$ cat config.mk
export PLATFORM = sky130hd
export DESIGN_NAME = hdlc_rx
export DESIGN_NICKNAME = d
export VERILOG_FILES = /design/src/rtl/hdlc_rx_pkg.sv /design/src/rtl/hdlc_rx_lineside.sv /design/src/rtl/hdlc_rx_frame_acc.sv /design/src/rtl/hdlc_rx_emit.sv /design/src/rtl/hdlc_rx.sv
export SDC_FILE = /design/constraint.sdc
export NUM_CORES = 1
export LEC_CHECK = 0
export ABC_AREA = 1
export BUFFER_PORTS_ARGS = -buffer_cell sky130_fd_sc_hd__buf_2
export CAP_MARGIN = 20
export CORE_AREA = 2 2 94 96
export CTS_BUF_LIST = sky130_fd_sc_hd__clkbuf_2
export DETAILED_ROUTE_END_ITERATION = 10
export DIE_AREA = 0 0 96 98
export PLACE_DENSITY = 0.7
export SLEW_MARGIN = 40
export SYNTH_ARGS = -nofsm -noshare
export SYNTH_HDL_FRONTEND = slang
export SYNTH_SLANG_ARGS = --single-unit
$ cat constraint.sdc
create_clock -name clk -period 2.85 [get_ports clk]
set_input_delay 0.57 -clock clk [delete_from_list [all_inputs] [get_ports clk]]
set_output_delay 0.57 -clock clk [all_outputs]
set_load 0.02 [all_outputs]
$ cat src/rtl/hdlc_rx_pkg.sv
package hdlc_rx_pkg;

  // Number of delimiter bits that reach the content path before the
  // delimiter is recognised: the leading 0 and five 1s.
  localparam int FLAG_LAG = 6;
  localparam logic [7:0] FLAG_PAT = 8'h7E;
  localparam logic [15:0] CRC_POLY_REV = 16'h8408;
  localparam logic [15:0] CRC_PRESET = 16'hFFFF;
  localparam int FCS_BYTES = 2;

  typedef enum logic [1:0] {
    LEN_DROP      = 2'd0,
    LEN_SHORT_BAD = 2'd1,
    LEN_FULL      = 2'd2
  } len_class_e;

  // One bit of the reflected CRC-16 update.
  function automatic logic [15:0] crc_step(input logic [15:0] c, input logic b);
    logic [15:0] sh;
    sh = c >> 1;
    crc_step = (c[0] ^ b) ? (sh ^ CRC_POLY_REV) : sh;
  endfunction

  // Length grading of a finished frame.
  function automatic len_class_e classify(input int unsigned len,
                                          input int unsigned keep_min,
                                          input int unsigned good_min);
    if (len < keep_min)      classify = LEN_DROP;
    else if (len < good_min) classify = LEN_SHORT_BAD;
    else                     classify = LEN_FULL;
  endfunction

endpackage

$ cat src/rtl/hdlc_rx_lineside.sv
module hdlc_rx_lineside
  import hdlc_rx_pkg::*;
(
  input  logic clk,
  input  logic rst_n,
  input  logic bit_en,
  input  logic bit_in,
  output logic flag_evt,
  output logic abort_evt,
  output logic in_frame,
  output logic fbit_vld,
  output logic fbit
);
  localparam int FILL_W = $clog2(FLAG_LAG + 1);
  localparam logic [FILL_W-1:0] FILL_FULL = FILL_W'(FLAG_LAG);

  logic [7:0]          win;
  logic [2:0]          ones;
  logic [FLAG_LAG-1:0] lag;
  logic [FILL_W-1:0]   fill;
  logic                framing;

  logic [7:0] win_nxt;
  logic       stuffed;
  logic       run_hi;
  logic       push;

  assign win_nxt   = {win[6:0], bit_in};
  assign flag_evt  = bit_en && (win_nxt == FLAG_PAT);
  assign abort_evt = bit_en && framing && bit_in && (ones == 3'd6);
  assign stuffed   = bit_en && !bit_in && (ones == 3'd5);
  assign run_hi    = bit_in && (ones >= 3'd5);
  assign push      = bit_en && framing && !flag_evt && !stuffed && !run_hi;
  assign fbit_vld  = push && (fill == FILL_FULL);
  assign fbit      = lag[FLAG_LAG-1];
  assign in_frame  = framing;

  always_ff @(posedge clk) begin
    if (!rst_n) begin
      win     <= '0;
      ones    <= '0;
      lag     <= '0;
      fill    <= '0;
      framing <= 1'b0;
    end else if (bit_en) begin
      win <= win_nxt;
      if (bit_in) ones <= (ones == 3'd7) ? ones : ones + 3'd1;
      else        ones <= '0;
      if (flag_evt)       framing <= 1'b1;
      else if (abort_evt) framing <= 1'b0;
      if (flag_evt || abort_evt) begin
        fill <= '0;
      end else if (push) begin
        lag  <= {lag[FLAG_LAG-2:0], bit_in};
        fill <= (fill == FILL_FULL) ? fill : fill + 1'b1;
      end
    end
  end

  // Run of ones that actually entered the content path.
  logic [2:0] push_run;
  always_ff @(posedge clk) begin
    if (!rst_n) push_run <= '0;
    else if (flag_evt || abort_evt || stuffed) push_run <= '0;
    else if (push) push_run <= bit_in ? push_run + 3'd1 : 3'd0;
  end

  // stuffed zeros gone, the content path never sees six ones in a row
  a_r3_no_six_ones: assert property (@(posedge clk) disable iff (!rst_n)
    push_run <= 3'd5);

  // an abort leaves the frame state
  a_r8_abort_leaves_frame: assert property (@(posedge clk) disable iff (!rst_n)
    abort_evt |=> !in_frame);

endmodule

$ cat src/rtl/hdlc_rx_frame_acc.sv
module hdlc_rx_frame_acc
  import hdlc_rx_pkg::*;
#(
  parameter int LEN_W = 12,
  parameter logic [15:0] CRC_RESIDUE = 16'hF0B8
) (
  input  logic             clk,
  input  logic             rst_n,
  input  logic             start,
  input  logic             fbit_vld,
  input  logic             fbit,
  output logic             byte_done,
  output logic [7:0]       byte_val,
  output logic [LEN_W-1:0] frame_len,
  output logic             crc_ok
);
  logic [15:0] crc;
  logic [7:0]  sr;
  logic [2:0]  bcnt;

  assign byte_done = fbit_vld && (bcnt == 3'd7);
  assign byte_val  = {fbit, sr[7:1]};
  assign crc_ok    = (crc == CRC_RESIDUE);

  always_ff @(posedge clk) begin
    if (!rst_n) begin
      crc       <= CRC_PRESET;
      sr        <= '0;
      bcnt      <= '0;
      frame_len <= '0;
    end else if (start) begin
      crc       <= CRC_PRESET;
      bcnt      <= '0;
      frame_len <= '0;
    end else if (fbit_vld) begin
      crc  <= crc_step(crc, fbit);
      sr   <= {fbit, sr[7:1]};
      bcnt <= bcnt + 3'd1;
      if (frame_len != '1) frame_len <= frame_len + 1'b1;
    end
  end

  // a byte completes exactly on an octet boundary of the content length
  a_r4_byte_boundary: assert property (@(posedge clk) disable iff (!rst_n)
    byte_done |-> (frame_len[2:0] == 3'd7));

  // a delimiter restarts the length count
  a_r9_len_restart: assert property (@(posedge clk) disable iff (!rst_n)
    start |=> (frame_len == '0));

endmodule

$ cat src/rtl/hdlc_rx_emit.sv
module hdlc_rx_emit
  import hdlc_rx_pkg::*;
#(
  parameter int LEN_W    = 12,
  parameter int KEEP_MIN = 25,
  parameter int GOOD_MIN = 32
) (
  input  logic             clk,
  input  logic             rst_n,
  input  logic             close,
  input  logic             abort,
  input  logic             byte_done,
  input  logic [7:0]       byte_val,
  input  logic [LEN_W-1:0] frame_len,
  input  logic             crc_ok,
  output logic             out_valid,
  output logic [7:0]       out_data,
  output logic             out_eop,
  output logic             out_bad
);
  localparam int HOLD  = FCS_BYTES + 1;
  localparam int CNT_W = $clog2(HOLD + 1);
  localparam logic [CNT_W-1:0] CNT_FULL = CNT_W'(HOLD);
  localparam logic [CNT_W-1:0] ONE = CNT_W'(1);

  logic [7:0]       q [HOLD];
  logic [CNT_W-1:0] cnt;
  logic [CNT_W-1:0] drain;
  len_class_e       cls;

  assign cls = classify(32'(frame_len), 32'(KEEP_MIN), 32'(GOOD_MIN));

  always_ff @(posedge clk) begin
    if (!rst_n) begin
      for (int i = 0; i < HOLD; i++) q[i] <= '0;
      cnt       <= '0;
      drain     <= '0;
      out_valid <= 1'b0;
      out_data  <= '0;
      out_eop   <= 1'b0;
      out_bad   <= 1'b0;
    end else begin
      out_valid <= 1'b0;
      out_eop   <= 1'b0;
      out_bad   <= 1'b0;
      if (drain != '0) begin
        out_valid <= 1'b1;
        out_data  <= q[0];
        out_eop   <= (drain == ONE);
        out_bad   <= (drain == ONE);
        for (int i = 0; i < HOLD - 1; i++) q[i] <= q[i+1];
        drain <= drain - ONE;
      end else if (close) begin
        cnt <= '0;
        if (cls == LEN_FULL) begin
          out_valid <= 1'b1;
          out_data  <= q[0];
          out_eop   <= 1'b1;
          out_bad   <= !crc_ok;
        end else if (cls == LEN_SHORT_BAD) begin
          out_valid <= 1'b1;
          out_data  <= q[0];
          for (int i = 0; i < HOLD - 1; i++) q[i] <= q[i+1];
          drain <= CNT_W'(HOLD - 1);
        end
      end else if (abort) begin
        cnt <= '0;
      end else if (byte_done) begin
        if (cnt == CNT_FULL) begin
          out_valid <= 1'b1;
          out_data  <= q[0];
          for (int i = 0; i < HOLD - 1; i++) q[i] <= q[i+1];
          q[HOLD-1] <= byte_val;
        end else begin
          for (int i = 0; i < HOLD; i++)
            if (cnt == CNT_W'(i)) q[i] <= byte_val;
          cnt <= cnt + ONE;
        end
      end
    end
  end

  // tag ordering on the output
  a_r10_eop_needs_valid: assert property (@(posedge clk) disable iff (!rst_n)
    out_eop |-> out_valid);
  a_r10_bad_needs_eop: assert property (@(posedge clk) disable iff (!rst_n)
    out_bad |-> out_eop);

  // short frames leave nothing behind
  a_r6_short_silent: assert property (@(posedge clk) disable iff (!rst_n)
    (close && cls == LEN_DROP) |=> !out_valid);

  // an empty frame between delimiters writes nothing
  a_r9_empty_silent: assert property (@(posedge clk) disable iff (!rst_n)
    (close && frame_len == '0) |=> !out_valid);

  // a full frame has the hold line filled and ends with a tagged byte
  a_r4_full_hold: assert property (@(posedge clk) disable iff (!rst_n)
    (close && cls == LEN_FULL) |-> (cnt == CNT_FULL));
  a_r4_full_tag: assert property (@(posedge clk) disable iff (!rst_n)
    (close && cls == LEN_FULL) |=> (out_valid && out_eop));

  // mid-band frames write three bytes, the last one tagged bad
  a_r7_band_three: assert property (@(posedge clk) disable iff (!rst_n)
    (close && cls == LEN_SHORT_BAD) |=> (out_valid && !out_eop)
      ##1 (out_valid && !out_eop) ##1 (out_valid && out_eop && out_bad));

  // no new close lands while a write-out is still running
  a_r7_no_close_in_drain: assert property (@(posedge clk) disable iff (!rst_n)
    (drain != '0) |-> !close);

  // an abort writes nothing on the next cycle
  a_r8_abort_quiet: assert property (@(posedge clk) disable iff (!rst_n)
    abort |=> !out_valid);

endmodule

$ cat src/rtl/hdlc_rx.sv
module hdlc_rx
  import hdlc_rx_pkg::*;
#(
  parameter int LEN_W    = 12,
  parameter int KEEP_MIN = 25,
  parameter int GOOD_MIN = 32,
  parameter logic [15:0] CRC_RESIDUE = 16'hF0B8
) (
  input  logic       clk,
  input  logic       rst_n,
  input  logic       bit_en,
  input  logic       bit_in,
  output logic       out_valid,
  output logic [7:0] out_data,
  output logic       out_eop,
  output logic       out_bad
);
  logic             flag_evt;
  logic             abort_evt;
  logic             in_frame;
  logic             fbit_vld;
  logic             fbit;
  logic             close_evt;
  logic             byte_done;
  logic [7:0]       byte_val;
  logic [LEN_W-1:0] frame_len;
  logic             crc_ok;

  assign close_evt = flag_evt && in_frame;

  hdlc_rx_lineside u_line (
    .clk       (clk),
    .rst_n     (rst_n),
    .bit_en    (bit_en),
    .bit_in    (bit_in),
    .flag_evt  (flag_evt),
    .abort_evt (abort_evt),
    .in_frame  (in_frame),
    .fbit_vld  (fbit_vld),
    .fbit      (fbit)
  );

  hdlc_rx_frame_acc #(
    .LEN_W       (LEN_W),
    .CRC_RESIDUE (CRC_RESIDUE)
  ) u_acc (
    .clk       (clk),
    .rst_n     (rst_n),
    .start     (flag_evt),
    .fbit_vld  (fbit_vld),
    .fbit      (fbit),
    .byte_done (byte_done),
    .byte_val  (byte_val),
    .frame_len (frame_len),
    .crc_ok    (crc_ok)
  );

  hdlc_rx_emit #(
    .LEN_W    (LEN_W),
    .KEEP_MIN (KEEP_MIN),
    .GOOD_MIN (GOOD_MIN)
  ) u_emit (
    .clk       (clk),
    .rst_n     (rst_n),
    .close     (close_evt),
    .abort     (abort_evt),
    .byte_done (byte_done),
    .byte_val  (byte_val),
    .frame_len (frame_len),
    .crc_ok    (crc_ok),
    .out_valid (out_valid),
    .out_data  (out_data),
    .out_eop   (out_eop),
    .out_bad   (out_bad)
  );

  // content bits only flow while a frame is open
  a_r2_content_in_frame: assert property (@(posedge clk) disable iff (!rst_n)
    fbit_vld |-> in_frame);

endmodule

==> flow_metrics.env <==
export IMPL_crit_required_ps=3110
export IMPL_initial_utilization_pct=52.8
export IMPL_gr_total_overflow=0
export IMPL_max_slew_worst_pin_slew_ps=716
export IMPL_port_buffers=14
export IMPL_clock_sinks=97
export IMPL_drt_initial_drc_count=132
export IMPL_start_kind="register"
export IMPL_layout_cells_most_common="nand2_1"
export IMPL_setup_viol=0
export IMPL_cp_max_fo=18
export IMPL_gp_congestion=0.848
export IMPL_run_status="finished clean"
export IMPL_track_usage_pct=18.5
export IMPL_fp_dieArea_mm2=0.00941
export IMPL_post_synth_instance_area_mm2=0.00447
export IMPL_first_global_vias=3267
export IMPL_die_h_um=98
export IMPL_floorplan_io_pins=15
export IMPL_finalHoldViolations=0
export IMPL_synth_ff_latch_count=97
export IMPL_first_pass_iters=4
export IMPL_post_route_min_period_ps=2270
export IMPL_fill_cells=801
export IMPL_placedCellCount=671
export IMPL_grt_setup_unrepaired="false"
export IMPL_final_instance_count_excl_fill=687
export IMPL_via_per_inst=5.18
export IMPL_layout_core_utilization_pct=56.2
export IMPL_synthesized_netlist_net_count=582
export IMPL_asyncSetResetFlopFracSynth_pct=0
export IMPL_route_final_wire_length_mm=8.25
export IMPL_synth_cell_types=34
export IMPL_worst_min_path_class="primary input to register"
export IMPL_post_cts_repair_setup_buffers=0
export IMPL_worst_skew_pair_late_latency_ps=540
export IMPL_peak_supply_drop_uv=244
export IMPL_synth_edf_count=24
export IMPL_synth_warnings=0
export IMPL_number_of_diodes_added_for_antenna_fixing=0
export IMPL_post_cts_resized_instances=0
export IMPL_powerDensity_mw_per_mm2=456
export IMPL_timing_max_transition_violations_final=0
export IMPL_slowest_stage_cell_cp="dfxtp_1"
export IMPL_first_pass_grt_wire_length_mm=14.0
export IMPL_max_slew_margin_pct=52.1
export IMPL_place_detailed_hpwl_mm=5.82
export IMPL_layout_worst_path_cycle_share_pct=79.7
export IMPL_dr_total_vias=3556
export IMPL_syn_instance_count=561
export IMPL_grt_max_degree=37
export IMPL_ctsRootBufferMaster="clkbuf_2"
export IMPL_critical_path_arrival_ps=2530
export IMPL_clock_path_buffers=2
export IMPL_htreeDepth=3
export IMPL_power_static_leakage_nw=2.12
export IMPL_most_common_layout_cells="nand2_1, dfxtp_1, nor2_1, inv_1"
export IMPL_drc=0
export IMPL_clk_transition_reported_paths_ps=270
export IMPL_final_seq_area_mm2=0.00218
export IMPL_critical_path_top_cell_by_count="nand2_1"
export IMPL_area_growth_synth_to_final_pct=6.38
export IMPL_syn_avg_cell_area_um2=7.97
export IMPL_synth_ff_type="dfxtp_1"
export IMPL_seq_area_frac_synth_pct=48.8
export IMPL_cts_hold_buffers_added=0
export IMPL_setup_clock_skew_after_layout_ps=39.0
export IMPL_setup_tns_final_ps=0
export IMPL_avgRoutedWirePerCell_um=12.0
export IMPL_fmax_ghz=0.440
export IMPL_path_class="register to register"
export IMPL_drive_above_1_share_pct=8.29
export IMPL_finalNetCount=595
export IMPL_chip_width_um=96
export IMPL_timing_critical_path_to_type="register"
export IMPL_crit_path_max_incr_delay_ps=470
export IMPL_numCtsBuffers=9
export IMPL_maxCapViolations=0
export IMPL_cts_tree="built"
export IMPL_multi_input_area_mm2=0.00200
export IMPL_antenna_found_initial=0
export IMPL_rows=34
export IMPL_core_area_mm2=0.00847
export IMPL_crit_chain="inv_1 -> ha_1 -> inv_1 -> nand2_1 -> nand2_1 -> nand2_1 -> nor3_4 -> o311ai_4 -> nand2_1 -> nand2_1"
export IMPL_route_antenna_remaining_nets=0
-- flip-flops by register name, indices dropped and copies added (netlist names), 2 cells and up --
name             cells
u_line.lag           6
u_emit.cnt           2
u_acc.bcnt           3
u_acc.sr             7
u_emit.q            24
u_emit.out_data      8
u_acc.frame_len     12
u_line.fill          3
u_line.win           7
u_emit.drain         2
u_line.ones          3
u_acc.crc           16
-- cell families after synthesis --
family | Yosys count | share of synthesized area, %
buffers and inverters | 75 | 6.55
flip-flops | 97 | 48.8
AO/OA/AOI/OAI | 114 | 14.7
AND/OR/NAND/NOR | 252 | 24.0
adder cells (fa/ha/maj) | 17 | 4.76
XOR/XNOR | 6 | 1.18
-- worst paths after layout --
check / from / to / slack (ps) / depth (start not counted)
min: bit_in / u_line.lag[0] / 310 / 3
max: u_line.ones[1] / u_emit.q[0][12] / 580 / 10
min reg2reg: u_acc.crc[13] / u_acc.crc[12] / 480 / 2
max reg2reg: u_line.ones[1] / u_emit.q[0][12] / 580 / 10
-- cell usage after synthesis (9+ instances only) --
master / number / area, um2
ha_1: 17 / 213
nand2_1: 133 / 499
nand3_1: 24 / 120
inv_1: 56 / 210
nor3_1: 9 / 45.0
a21oi_1: 44 / 220
edfxtp_1: 24 / 721
o21ai_0: 44 / 220
clkbuf_1: 9 / 33.8
a21boi_0: 16 / 120
dfxtp_1: 73 / 1460
nor2_1: 64 / 240
-- power by group --
group	leakage, nW	switching (mW)	internal, mW
Sequential	0.832	0.00854	1.43
Clock	0.0713	0.464	0.203
Combinational	1.21	0.0433	0.0182
Total	2.12	0.515	1.65
-- area by class of cell --
type / count / share of cell area (%)
clock buffer: 9 / 0.947
clock inverter: 7 / 1.45
inverter: 59 / 4.66
multi-input combinational: 389 / 42.1
sequential: 97 / 45.9
tap: 108 / 2.84
timing repair buffer: 18 / 2.11
-- metal layers --
layer / routed length (um) / track usage (%) / part of all wire (%)
met1: 4000 / 23.5 / 48
met2: 3800 / 30.7 / 46
met3: 346 / 4.01 / 4.2
met4: 104 / 6.81 / 1.3
met5: 0 / 0 / 0
-- worst max-delay path, delay by kind of cell, from the launching register on --
| family | cells | cell delay (ps) |
|---|---|---|
| flip-flops | 1 | 470 |
| AO/OA/AOI/OAI | 1 | 300 |
| AND/OR/NAND/NOR | 6 | 920 |
| adder cells (fa/ha/maj) | 1 | 170 |
| buffers and inverters | 2 | 110 |
-- per-stage QoR --
step	power (mW)	worst slack [ps]	hold slack [ps]	area, um2
after floorplan	1.51	771	445	4470
final	2.17	577	308	4750
after detailed placement	1.53	391	458	4640
after global placement	1.53	475	454	4630
after global routing	2.24	351	301	4750
after CTS	2.19	589	297	4750
No activity file was read; power rests on OpenSTA's default activity.
